--- src/rtl/sdram_seq_pkg.sv ---
package sdram_seq_pkg;

  typedef enum logic [3:0] {
    ST_IDLE, ST_PWR, ST_PALL, ST_GAP_RP, ST_MRS, ST_GAP_RSC,
    ST_REF1, ST_GAP_RC1, ST_REF2, ST_GAP_RC2, ST_READY,
    ST_AREF, ST_GAP_AREF, ST_SR_ENTRY, ST_SELF, ST_SR_EXIT
  } seq_state_e;

  typedef enum logic [1:0] {
    CMD_NOP, CMD_PALL, CMD_MRS, CMD_REF
  } sdram_cmd_e;

  typedef struct packed {
    logic cs_n;
    logic ras_n;
    logic cas_n;
    logic we_n;
  } cmd_pins_t;

  function automatic cmd_pins_t encode_cmd(sdram_cmd_e c);
    cmd_pins_t p;
    case (c)
      CMD_PALL: p = '{cs_n: 1'b0, ras_n: 1'b0, cas_n: 1'b1, we_n: 1'b0};
      CMD_MRS:  p = '{cs_n: 1'b0, ras_n: 1'b0, cas_n: 1'b0, we_n: 1'b0};
      CMD_REF:  p = '{cs_n: 1'b0, ras_n: 1'b0, cas_n: 1'b0, we_n: 1'b1};
      default:  p = '{cs_n: 1'b1, ras_n: 1'b1, cas_n: 1'b1, we_n: 1'b1};
    endcase
    return p;
  endfunction

endpackage

--- src/rtl/sdram_rst_sync.sv ---
module sdram_rst_sync (
  input  logic clk,
  input  logic rst_n_in,
  output logic rst_n_out
);

  logic [1:0] sync_q;

  always_ff @(posedge clk or negedge rst_n_in) begin
    if (!rst_n_in) sync_q <= 2'b00;
    else           sync_q <= {sync_q[0], 1'b1};
  end

  assign rst_n_out = sync_q[1];

endmodule

--- src/rtl/sdram_gap_timer.sv ---
module sdram_gap_timer #(
  parameter int CNT_W = 14
) (
  input  logic             clk,
  input  logic             rst_n,
  input  logic             load,
  input  logic [CNT_W-1:0] load_val,
  output logic             expired
);

  logic [CNT_W-1:0] cnt_q, cnt_d;
  logic             cnt_en;

  always_comb begin
    cnt_en = load || (cnt_q != '0);
    cnt_d  = load ? load_val : cnt_q - 1'b1;
  end

  always_ff @(posedge clk or negedge rst_n) begin
    if (!rst_n)      cnt_q <= '0;
    else if (cnt_en) cnt_q <= cnt_d;
  end

  assign expired = (cnt_q == '0);

endmodule

--- src/rtl/sdram_cmd_enc.sv ---
module sdram_cmd_enc
  import sdram_seq_pkg::*;
#(
  parameter int ADDR_W = 13,
  parameter int BA_W   = 2
) (
  input  sdram_cmd_e        cmd,
  input  logic [ADDR_W-1:0] mode_reg,
  output logic              cs_n,
  output logic              ras_n,
  output logic              cas_n,
  output logic              we_n,
  output logic [ADDR_W-1:0] addr,
  output logic [BA_W-1:0]   ba
);

  localparam int ALLBANK_BIT = 10;

  cmd_pins_t pins;

  always_comb begin
    pins = encode_cmd(cmd);
    addr = '0;
    ba   = '0;
    case (cmd)
      CMD_PALL: addr[ALLBANK_BIT] = 1'b1;
      CMD_MRS:  addr = mode_reg;
      default:  addr = '0;
    endcase
  end

  assign cs_n  = pins.cs_n;
  assign ras_n = pins.ras_n;
  assign cas_n = pins.cas_n;
  assign we_n  = pins.we_n;

endmodule

--- src/rtl/sdram_init_fsm.sv ---
module sdram_init_fsm
  import sdram_seq_pkg::*;
#(
  parameter int PWR_CYC = 10000,
  parameter int T_RP    = 3,
  parameter int T_RSC   = 2,
  parameter int T_RC    = 7,
  parameter int CNT_W   = 14
) (
  input  logic             clk,
  input  logic             rst_n,
  input  logic             init_start,
  input  logic             ref_req,
  input  logic             sr_req,
  input  logic             gap_expired,
  output logic             gap_load,
  output logic [CNT_W-1:0] gap_val,
  output sdram_cmd_e       cmd,
  output logic             cke,
  output logic             bus_wait,
  output logic             init_done
);

  seq_state_e state_q, state_d;
  logic       ref_pend_q, ref_pend_d;
  logic       ref_want;
  logic       ref_taken;
  logic       done_set;

  assign ref_want = ref_req | ref_pend_q;

  always_comb begin
    state_d = state_q;
    case (state_q)
      ST_IDLE:     if (init_start)  state_d = ST_PWR;
      ST_PWR:      if (gap_expired) state_d = ST_PALL;
      ST_PALL:                      state_d = ST_GAP_RP;
      ST_GAP_RP:   if (gap_expired) state_d = ST_MRS;
      ST_MRS:                       state_d = ST_GAP_RSC;
      ST_GAP_RSC:  if (gap_expired) state_d = ST_REF1;
      ST_REF1:                      state_d = ST_GAP_RC1;
      ST_GAP_RC1:  if (gap_expired) state_d = ST_REF2;
      ST_REF2:                      state_d = ST_GAP_RC2;
      ST_GAP_RC2:  if (gap_expired) state_d = ST_READY;
      ST_READY: begin
        if (ref_want)    state_d = ST_AREF;
        else if (sr_req) state_d = ST_SR_ENTRY;
      end
      ST_AREF:                      state_d = ST_GAP_AREF;
      ST_GAP_AREF: if (gap_expired) state_d = ST_READY;
      ST_SR_ENTRY:                  state_d = ST_SELF;
      ST_SELF:     if (!sr_req)     state_d = ST_SR_EXIT;
      ST_SR_EXIT:  if (gap_expired) state_d = ST_READY;
      default:                      state_d = ST_IDLE;
    endcase
  end

  always_comb begin
    gap_load = (state_d != state_q);
    case (state_d)
      ST_PWR:      gap_val = CNT_W'(PWR_CYC - 1);
      ST_GAP_RP:   gap_val = CNT_W'(T_RP - 1);
      ST_GAP_RSC:  gap_val = CNT_W'(T_RSC - 1);
      ST_GAP_RC1,
      ST_GAP_RC2,
      ST_GAP_AREF,
      ST_SR_EXIT:  gap_val = CNT_W'(T_RC - 1);
      default:     gap_val = '0;
    endcase
  end

  always_comb begin
    ref_taken  = (state_q == ST_READY) && (state_d == ST_AREF);
    ref_pend_d = (ref_pend_q | ref_req) & ~ref_taken;
    done_set   = (state_q == ST_GAP_RC2) && gap_expired;
  end

  always_ff @(posedge clk or negedge rst_n) begin
    if (!rst_n) begin
      state_q    <= ST_IDLE;
      ref_pend_q <= 1'b0;
      init_done  <= 1'b0;
    end else begin
      state_q    <= state_d;
      ref_pend_q <= ref_pend_d;
      if (done_set) init_done <= 1'b1;
    end
  end

  always_comb begin
    case (state_q)
      ST_PALL:                        cmd = CMD_PALL;
      ST_MRS:                         cmd = CMD_MRS;
      ST_REF1, ST_REF2,
      ST_AREF, ST_SR_ENTRY:           cmd = CMD_REF;
      default:                        cmd = CMD_NOP;
    endcase
    cke      = !((state_q == ST_SR_ENTRY) || (state_q == ST_SELF));
    bus_wait = (state_q != ST_READY);
  end

endmodule

--- src/rtl/sdram_cmd_seq.sv ---
module sdram_cmd_seq
  import sdram_seq_pkg::*;
#(
  parameter int PWR_CYC = 10000,
  parameter int T_RP    = 3,
  parameter int T_RSC   = 2,
  parameter int T_RC    = 7,
  parameter int ADDR_W  = 13,
  parameter int BA_W    = 2,
  parameter int DQM_W   = 2
) (
  input  logic              clk,
  input  logic              rst_n,
  input  logic              init_start,
  input  logic [ADDR_W-1:0] mode_reg,
  input  logic              ref_req,
  input  logic              sr_req,
  input  logic              data_en,
  output logic              cke,
  output logic              cs_n,
  output logic              ras_n,
  output logic              cas_n,
  output logic              we_n,
  output logic [ADDR_W-1:0] addr,
  output logic [BA_W-1:0]   ba,
  output logic [DQM_W-1:0]  dqm,
  output logic              bus_wait,
  output logic              init_done
);

  localparam int MAX_A   = (T_RP > T_RSC) ? T_RP : T_RSC;
  localparam int MAX_B   = (T_RC > MAX_A) ? T_RC : MAX_A;
  localparam int MAX_GAP = (PWR_CYC > MAX_B) ? PWR_CYC : MAX_B;
  localparam int CNT_W   = $clog2(MAX_GAP + 1);

  logic             rst_n_sync;
  logic             gap_load;
  logic [CNT_W-1:0] gap_val;
  logic             gap_expired;
  sdram_cmd_e       cmd;

  sdram_rst_sync u_rst_sync (
    .clk       (clk),
    .rst_n_in  (rst_n),
    .rst_n_out (rst_n_sync)
  );

  sdram_gap_timer #(.CNT_W(CNT_W)) u_timer (
    .clk      (clk),
    .rst_n    (rst_n_sync),
    .load     (gap_load),
    .load_val (gap_val),
    .expired  (gap_expired)
  );

  sdram_init_fsm #(
    .PWR_CYC (PWR_CYC),
    .T_RP    (T_RP),
    .T_RSC   (T_RSC),
    .T_RC    (T_RC),
    .CNT_W   (CNT_W)
  ) u_fsm (
    .clk         (clk),
    .rst_n       (rst_n_sync),
    .init_start  (init_start),
    .ref_req     (ref_req),
    .sr_req      (sr_req),
    .gap_expired (gap_expired),
    .gap_load    (gap_load),
    .gap_val     (gap_val),
    .cmd         (cmd),
    .cke         (cke),
    .bus_wait    (bus_wait),
    .init_done   (init_done)
  );

  sdram_cmd_enc #(.ADDR_W(ADDR_W), .BA_W(BA_W)) u_enc (
    .cmd      (cmd),
    .mode_reg (mode_reg),
    .cs_n     (cs_n),
    .ras_n    (ras_n),
    .cas_n    (cas_n),
    .we_n     (we_n),
    .addr     (addr),
    .ba       (ba)
  );

  assign dqm = (!bus_wait && data_en) ? '0 : '1;

endmodule

--- config.mk ---
export PLATFORM = sky130hd
export DESIGN_NAME = sdram_cmd_seq
export DESIGN_NICKNAME = d
export VERILOG_FILES = /design/src/rtl/sdram_seq_pkg.sv /design/src/rtl/sdram_rst_sync.sv /design/src/rtl/sdram_gap_timer.sv /design/src/rtl/sdram_cmd_enc.sv /design/src/rtl/sdram_init_fsm.sv /design/src/rtl/sdram_cmd_seq.sv
export SDC_FILE = /design/constraint.sdc
export NUM_CORES = 1
export LEC_CHECK = 0
export BUFFER_PORTS_ARGS = -buffer_cell sky130_fd_sc_hd__clkbuf_2
export CORE_ASPECT_RATIO = 0.75
export CORE_MARGIN = 5
export CORE_UTILIZATION = 45
export CTS_CLUSTER_SIZE = 20
export DETAILED_ROUTE_END_ITERATION = 10
export GPL_TIMING_DRIVEN = 0
export PLACE_DENSITY = 0.79
export SLEW_MARGIN = 0
export SYNTH_ARGS = -nofsm -noshare
export SYNTH_HDL_FRONTEND = slang
export SYNTH_SLANG_ARGS = --single-unit
--- constraint.sdc ---
create_clock -name clk -period 3.6 [get_ports clk]
set_input_delay 1.08 -clock clk [delete_from_list [all_inputs] [get_ports clk]]
set_output_delay 1.08 -clock clk [all_outputs]
set_load 0.01 [all_outputs]
==> flow_metrics.py, run 1 <==
metrics = {
    "routing": {
        "ant_nets": 0,
        "drc": 0,
        "drt_iter0_drc": 209,
        "vias": 1466,
        "firstDrtPassIters": 4,
        "drt-vias-per-instance": 5.47,
        "wl_per_cell_um": 14.6,
        "wl_mm": 3.92,
    },
    "critical_path": {
        "cp_top_family": "compound AO/OA/AOI/OAI gates",
        "r2r-start": "u_timer.cnt_q[0]",
        "critical_path_buf_inv_count": 3,
        "worstRegToRegCells": 9,
        "cp.required_ns": 2.52,
        "critPathSlowestCell": "dfrtp_1",
        "worstSetupPathType": "flop to output pin",
        "end_kind": "output pin",
        "worstSetupStartpointType": "flop",
        "startpoint": "u_fsm.state_q[0]",
        "path_max_fanout": 10,
        "cpMostUsedCell": "clkbuf_2",
        "crit_arrival_ns": 2.36,
        "max_stage_delay_ns": 0.46,
        "path_depth": 10,
        "path_cells": "clkbuf_2 > nor2_2 > nor3_1 > a21o_1 > a22oi_2 > inv_1 > ha_1 > a21oi_1 > nor2b_1 > clkbuf_2",
        "r2r_slack_ns": 1.08,
    },
    "cells_and_area": {
        "diodes": 0,
        "finalNetCount": 253,
        "layout_common_cells": "clkbuf_2, dfrtp_1, and2_1, nor2_1, nand2_1",
        "drive_gt1_frac": 0.307,
        "final_area_um2": 1950,
        "layout_commonest_cell": "clkbuf_2",
        "area_delta_synth_final_pct": 21.1,
    },
    "placed_design": {
        "gp_congestion": 0.887,
        "dp_slack_ns": -0.0822,
        "place_area_um2": 1870,
        "hpwl_mm": 3.09,
        "numPortBuffers": 40,
    },
    "floorplanning": {
        "io_pins": 43,
        "fp.dieH_um": 61.8,
        "die_x_um": 79.1,
        "core_um2": 3380,
        "rows": 18,
        "start_util": 0.477,
        "fp.dieArea_um2": 4890,
    },
    "synthesis": {
        "ys_async_sr_fraction": 1.00,
        "synth.distinct_cells": 50,
        "ys_ff_latch": 22,
        "synth-main-ff-cell": "dfrtp_1",
        "syn_area_um2": 1610,
        "syn_inst": 185,
        "syn_avg_cell_area_um2": 8.72,
        "netlist.area_leader.share": 0.341,
        "synth_edf_count": 0,
        "yosys.area.top_type": "dfrtp_1",
        "synthTopCellsByArea": "dfrtp_1, and2_1, ha_1",
        "synth_seq_area_share": 0.341,
        "yosys_warnings": 0,
    },
    "worst_hold_path": {
        "hp-class": "flop to asynchronous set/reset pin",
    },
    "global_route": {
        "grt-ovfl-total": 0,
        "grt_pass1_wl_mm": 6.42,
        "grt.total_usage": 0.170,
        "grt_pass1_vias": 1268,
        "grt_antenna_before_repair": 0,
        "grt_start_max_net_pins": 21,
    },
    "timing": {
        "layout_min_cycle_time_ns": 3.44,
        "finClkSkew_ns": 0.00269,
        "slew_headroom": 0.476,
        "setup_viol": 0,
        "worstMarginPinSlew_ns": 0.786,
        "max_clock_freq_mhz": 291,
        "hold_violations": 0,
        "final.setup.worst_slack_ns": 0.158,
        "drv_slew": 0,
        "period_share": 0.956,
    },
    "pwr": {
        "peakVddDrop_v": 0.000247,
        "power.density_nw_per_um2": 255,
        "total_power_mw": 0.498,
        "leakage_nw": 0.940,
    },
    "run_status": {
        "status": "finished, final reports clean",
    },
    "clock_network": {
        "clk_pin_slew_worst_paths_ns": 0.08,
        "numCtsBuffers": 3,
        "cts_max_level": 1,
        "worstSkewPairLatency_ns": 0.27,
        "clockBufferDepth": 2,
        "root_buffer": "clkbuf_8",
        "cts_hold_buffers": 0,
        "cts_tree": "yes",
        "cts_num_sinks": 22,
    },
    "flow_run": {
        "drv_cap": 0,
    },
}
## worst reg2reg max path, cell delays in order, from the launching register on
cell and delay, ns:
dfrtp_1 0.38, inv_1 0.08, ha_1 0.23, nor3b_1 0.18, and4_1 0.20, buf_2 0.16
maj3_2 0.31, a31oi_1 0.32, nand2_1 0.23, o221a_2 0.33
## where the power goes
group / switching, mW / leakage (nW) / total [mW] / internal (mW)
registers: 0.00425 / 0.274 / 0.252 / 0.248
clock network: 0.0841 / 0.0357 / 0.233 / 0.149
logic: 0.00459 / 0.630 / 0.0133 / 0.00874
## registers in the layout, summed over array words and instances, names as in the netlist
signal             count
u_fsm.state_q          4
u_rst_sync.sync_q      2
u_fsm.ref_pend_q       1
u_fsm.init_done        1
u_timer.cnt_q         14
## per-layer routing
metal  up-vias  share of wire  GRT usage  wire length, um
li1        747              -          -                -
met1       681           0.50      0.253             1960
met2        34           0.45      0.266             1770
met3         4          0.041     0.0303              161
met4         0         0.0074     0.0245               29
met5         -              0          0                0
## kinds of logic after synthesis
| family | Yosys count | synth area share |
|---|---|---|
| other | 2 | 0.00466 |
| AOI/OAI and AO/OA | 43 | 0.181 |
| DFF | 22 | 0.341 |
| muxes | 1 | 0.00621 |
| buffers and inverters | 19 | 0.0597 |
| xor gates and xnor gates | 7 | 0.0380 |
| adders and majority gates | 6 | 0.0458 |
| and+or+nand+nor | 85 | 0.324 |
## synthesized netlist by cell type, drive strengths merged (2+ instances only)
master / instances
xnor2: 3
ha: 5
a21oi: 7
nor2b: 5
a31oi: 4
a21o: 4
o32a: 2
inv: 8
conb: 2
nand3: 6
and2: 14
nand2: 13
dfrtp: 22
or4: 2
o21ai: 12
nor3b: 3
xor2: 4
nand2b: 3
nor4: 7
or3b: 3
a31o: 2
nor2: 14
or3: 4
nor3: 5
clkbuf: 4
buf: 7
a22oi: 3
## stage by stage
step | hold slack [ns] | util | cells | setup TNS (ns)
global route | 0.375 | 0.578 | 268 | -0.0138
global placement | 0.335 | 0.553 | 266 | -0.290
detailed placement | 0.341 | 0.553 | 266 | -0.770
finish | 0.330 | 0.578 | 268 | 0
CTS | 0.361 | 0.574 | 268 | 0
floorplan | 0.253 | - | 186 | 0
## worst paths after layout
path / to
setup reg to reg: u_timer.cnt_q[0]
hold / removal: u_fsm.state_q[0]
setup / recovery: addr[10]
min in group clk: u_rst_sync.sync_q[1]
max in group asynchronous: u_fsm.state_q[1]
hold reg to reg: u_fsm.state_q[0]
## area by class of cell
cell class / count / area (um^2)
timing repair buffer: 40 / 200
buffer: 9 / 60.1
multi-input combinational: 145 / 990
inverter: 8 / 30.0
sequential: 22 / 552
tap: 40 / 50.0
clock inverter: 1 / 30.0
fill: 307 / 1430
clock buffer: 3 / 41.3
## what timing repair did
item	4_1_cts	5_1_grt
pin swaps	0	1
setup endpoints to repair	15	13
setup buffers	0	0
resized for setup	3	4
No activity file was read; power rests on OpenSTA's default activity.
==> run 2, diff against run 1 <==
--- a/config.mk
+++ b/config.mk
@@ -9,10 +9,12 @@
 export CORE_ASPECT_RATIO = 0.75
 export CORE_MARGIN = 5
 export CORE_UTILIZATION = 45
+export CTS_CLUSTER_DIAMETER = 50
 export CTS_CLUSTER_SIZE = 20
 export DETAILED_ROUTE_END_ITERATION = 10
 export GPL_TIMING_DRIVEN = 0
 export PLACE_DENSITY = 0.79
+export REMOVE_ABC_BUFFERS = 1
 export SLEW_MARGIN = 0
 export SYNTH_ARGS = -nofsm -noshare
 export SYNTH_HDL_FRONTEND = slang
==> flow_metrics.py, run 2 (synthesis gave the netlist of run 1 again) <==
metrics = {
    "floorplanning": {
        "start_util": 0.477,
        "die_x_um": 79.1,
        "io_pins": 43,
        "rows": 18,
        "core_um2": 3380,
        "fp.dieH_um": 61.8,
        "fp.dieArea_um2": 4890,
    },
    "critical_path": {
        "path_max_fanout": 16,
        "crit_arrival_ns": 2.37,
        "end_kind": "output pin",
        "worstSetupPathType": "flop to output pin",
        "max_stage_delay_ns": 0.53,
        "path_cells": "inv_1 > nor2_2 > nor3_1 > a21o_1 > a22oi_2 > inv_1 > ha_1 > a21oi_1 > nor2b_1 > clkbuf_2",
        "critPathSlowestCell": "dfrtp_2",
        "path_depth": 10,
        "cpMostUsedCell": "inv_1",
        "critical_path_buf_inv_count": 3,
        "cp_top_family": "compound AO/OA/AOI/OAI gates",
        "cp.required_ns": 2.52,
        "worstRegToRegCells": 8,
        "worstSetupStartpointType": "flop",
    },
    "clock_network": {
        "numCtsBuffers": 3,
        "root_buffer": "clkbuf_8",
        "clk_pin_slew_worst_paths_ns": 0.08,
        "cts_max_level": 1,
        "cts_tree": "yes",
        "worstSkewPairLatency_ns": 0.26,
        "clockBufferDepth": 2,
        "cts_num_sinks": 22,
        "postCtsSetupRepairBufs": 0,
    },
    "timing": {
        "period_share": 0.957,
        "hold_violations": 0,
        "final.setup.worst_slack_ns": 0.154,
        "setup_tns_ns": 0,
        "setup_viol": 0,
        "max_clock_freq_mhz": 290,
        "drv_slew": 0,
        "worstMarginPinSlew_ns": 0.782,
        "layout_min_cycle_time_ns": 3.45,
        "slew_headroom": 0.479,
        "hold-worst-slack_ns": 0.327,
        "finClkSkew_ns": 0.00324,
    },
    "cells_and_area": {
        "n_fill_cell": 335,
        "reg_top3": "u_timer.cnt_q x14, u_fsm.state_q x4, u_rst_sync.sync_q x2",
        "finalNetCount": 244,
        "diodes": 0,
        "drive_gt1_frac": 0.292,
        "largest_reg_flops": 14,
        "layout_common_cells": "clkbuf_2, dfrtp_1, and2_1, nand2_1, nor2_1",
        "layout_commonest_cell": "clkbuf_2",
        "seqCellArea_um2": 553,
        "area_delta_synth_final_pct": 17.6,
        "regMostFlops": "u_timer.cnt_q",
        "multiInputGateArea_um2": 992,
        "final_area_um2": 1900,
    },
    "global_route": {
        "grt_pass1_wl_mm": 6.02,
        "grt_pass1_vias": 1307,
        "grt_antenna_before_repair": 0,
        "grt.total_usage": 0.155,
        "grt-ovfl-total": 0,
        "grt_start_max_net_pins": 21,
    },
    "placed_design": {
        "dp_slack_ns": 0.134,
        "hpwl_mm": 2.76,
        "numPortBuffers": 40,
        "place_area_um2": 1800,
        "gp_congestion": 0.782,
    },
    "routing": {
        "drc": 0,
        "wl_mm": 3.64,
        "drt-vias-per-instance": 5.56,
        "drt_iter0_drc": 84,
        "ant_nets": 0,
        "firstDrtPassIters": 4,
        "wl_per_cell_um": 14.1,
        "vias": 1439,
    },
    "pwr": {
        "leakage_nw": 0.899,
        "switchingPower_mw": 0.0874,
        "peakVddDrop_v": 0.000251,
        "power.density_nw_per_um2": 259,
        "clkPwrFrac": 0.463,
        "p_comb_frac": 0.024,
        "p_int_mw": 0.404,
        "p_seq_frac": 0.513,
        "p_sw_frac": 0.178,
    },
    "worst_hold_path": {
        "hp-class": "flop to asynchronous set/reset pin",
    },
    "flow_run": {
        "drv_cap": 0,
    },
    "run_status": {
        "status": "finished, final reports clean",
    },
}
-- run 2: cell count changes in the layout (fill, tap and decap cells not counted) --
cell / previous run / this run
clkbuf_1: 1 / 0
nor2_2: 1 / 2
dfrtp_2: 1 / 2
clkbuf_2: 41 / 40
buf_2: 2 / 0
buf_4: 4 / 0
dfrtp_1: 21 / 20
buf_6: 1 / 0
nor2_1: 13 / 12
-- run 2: power by group through the flow --
stage / Clock (mW) / Combinational [mW] / Sequential [mW]
after floorplan: 0 / 0.00195 / 0.256
after global placement: 0 / 0.0112 / 0.258
after detailed placement: 0 / 0.0117 / 0.258
after CTS: 0.234 / 0.0118 / 0.253
after global routing: 0.249 / 0.0134 / 0.253
final: 0.227 / 0.0117 / 0.252
-- run 2: through the flow --
step	std cells	power (mW)	util
global placement	255	0.269	0.533
detailed placement	255	0.269	0.533
CTS	259	0.498	0.556
floorplan	175	0.258	-
finish	259	0.491	0.561
global route	259	0.516	0.561
-- run 2: final cells by class --
class	count	share of cell area
multi-input combinational	145	0.523
sequential	22	0.292
timing repair buffer	40	0.106
tap	40	0.0264
clock buffer	3	0.0218
clock inverter	1	0.0158
inverter	8	0.0158
-- run 2: layer usage --
| layer | vias to the layer above | global-route usage | part of all wire |
|---|---|---|---|
| li1 | 727 | - | - |
| met1 | 683 | 0.220 | 0.49 |
| met2 | 26 | 0.246 | 0.46 |
| met3 | 3 | 0.0375 | 0.043 |
| met4 | 0 | 0.0294 | 0.0025 |
| met5 | - | 0 | 0 |
-- run 2: final timing paths --
path,slack (ns),to,start
worst min-delay path,0.33,u_timer.cnt_q[8],u_rst_sync.sync_q[1]
worst max register to register,1.08,u_timer.cnt_q[3],u_timer.cnt_q[0]
worst min register to register,0.33,u_timer.cnt_q[8],u_rst_sync.sync_q[1]
min in group clk,0.36,u_rst_sync.sync_q[1],u_rst_sync.sync_q[0]
worst max-delay path,0.15,addr[10],u_fsm.state_q[0]
max in group asynchronous,2.74,u_fsm.state_q[0],u_rst_sync.sync_q[1]
-- run 2: repair_timing --
| item | in CTS | in global routing |
|---|---|---|
| gates resized for setup | 3 | 4 |
| endpoints found under the setup margin | 13 | 13 |
| hold buffers | 0 | 0 |
| hold endpoints to repair | 0 | 0 |
-- run 2: worst reg2reg max path, stage by stage, from the launching register on --
cell and delay [ns]:
dfrtp_1 0.40, inv_1 0.10, ha_1 0.21, nor3b_1 0.37, nand4_2 0.29, o32a_2 0.31
nor4_1 0.36, nand3_1 0.24, o21ai_0 0.14
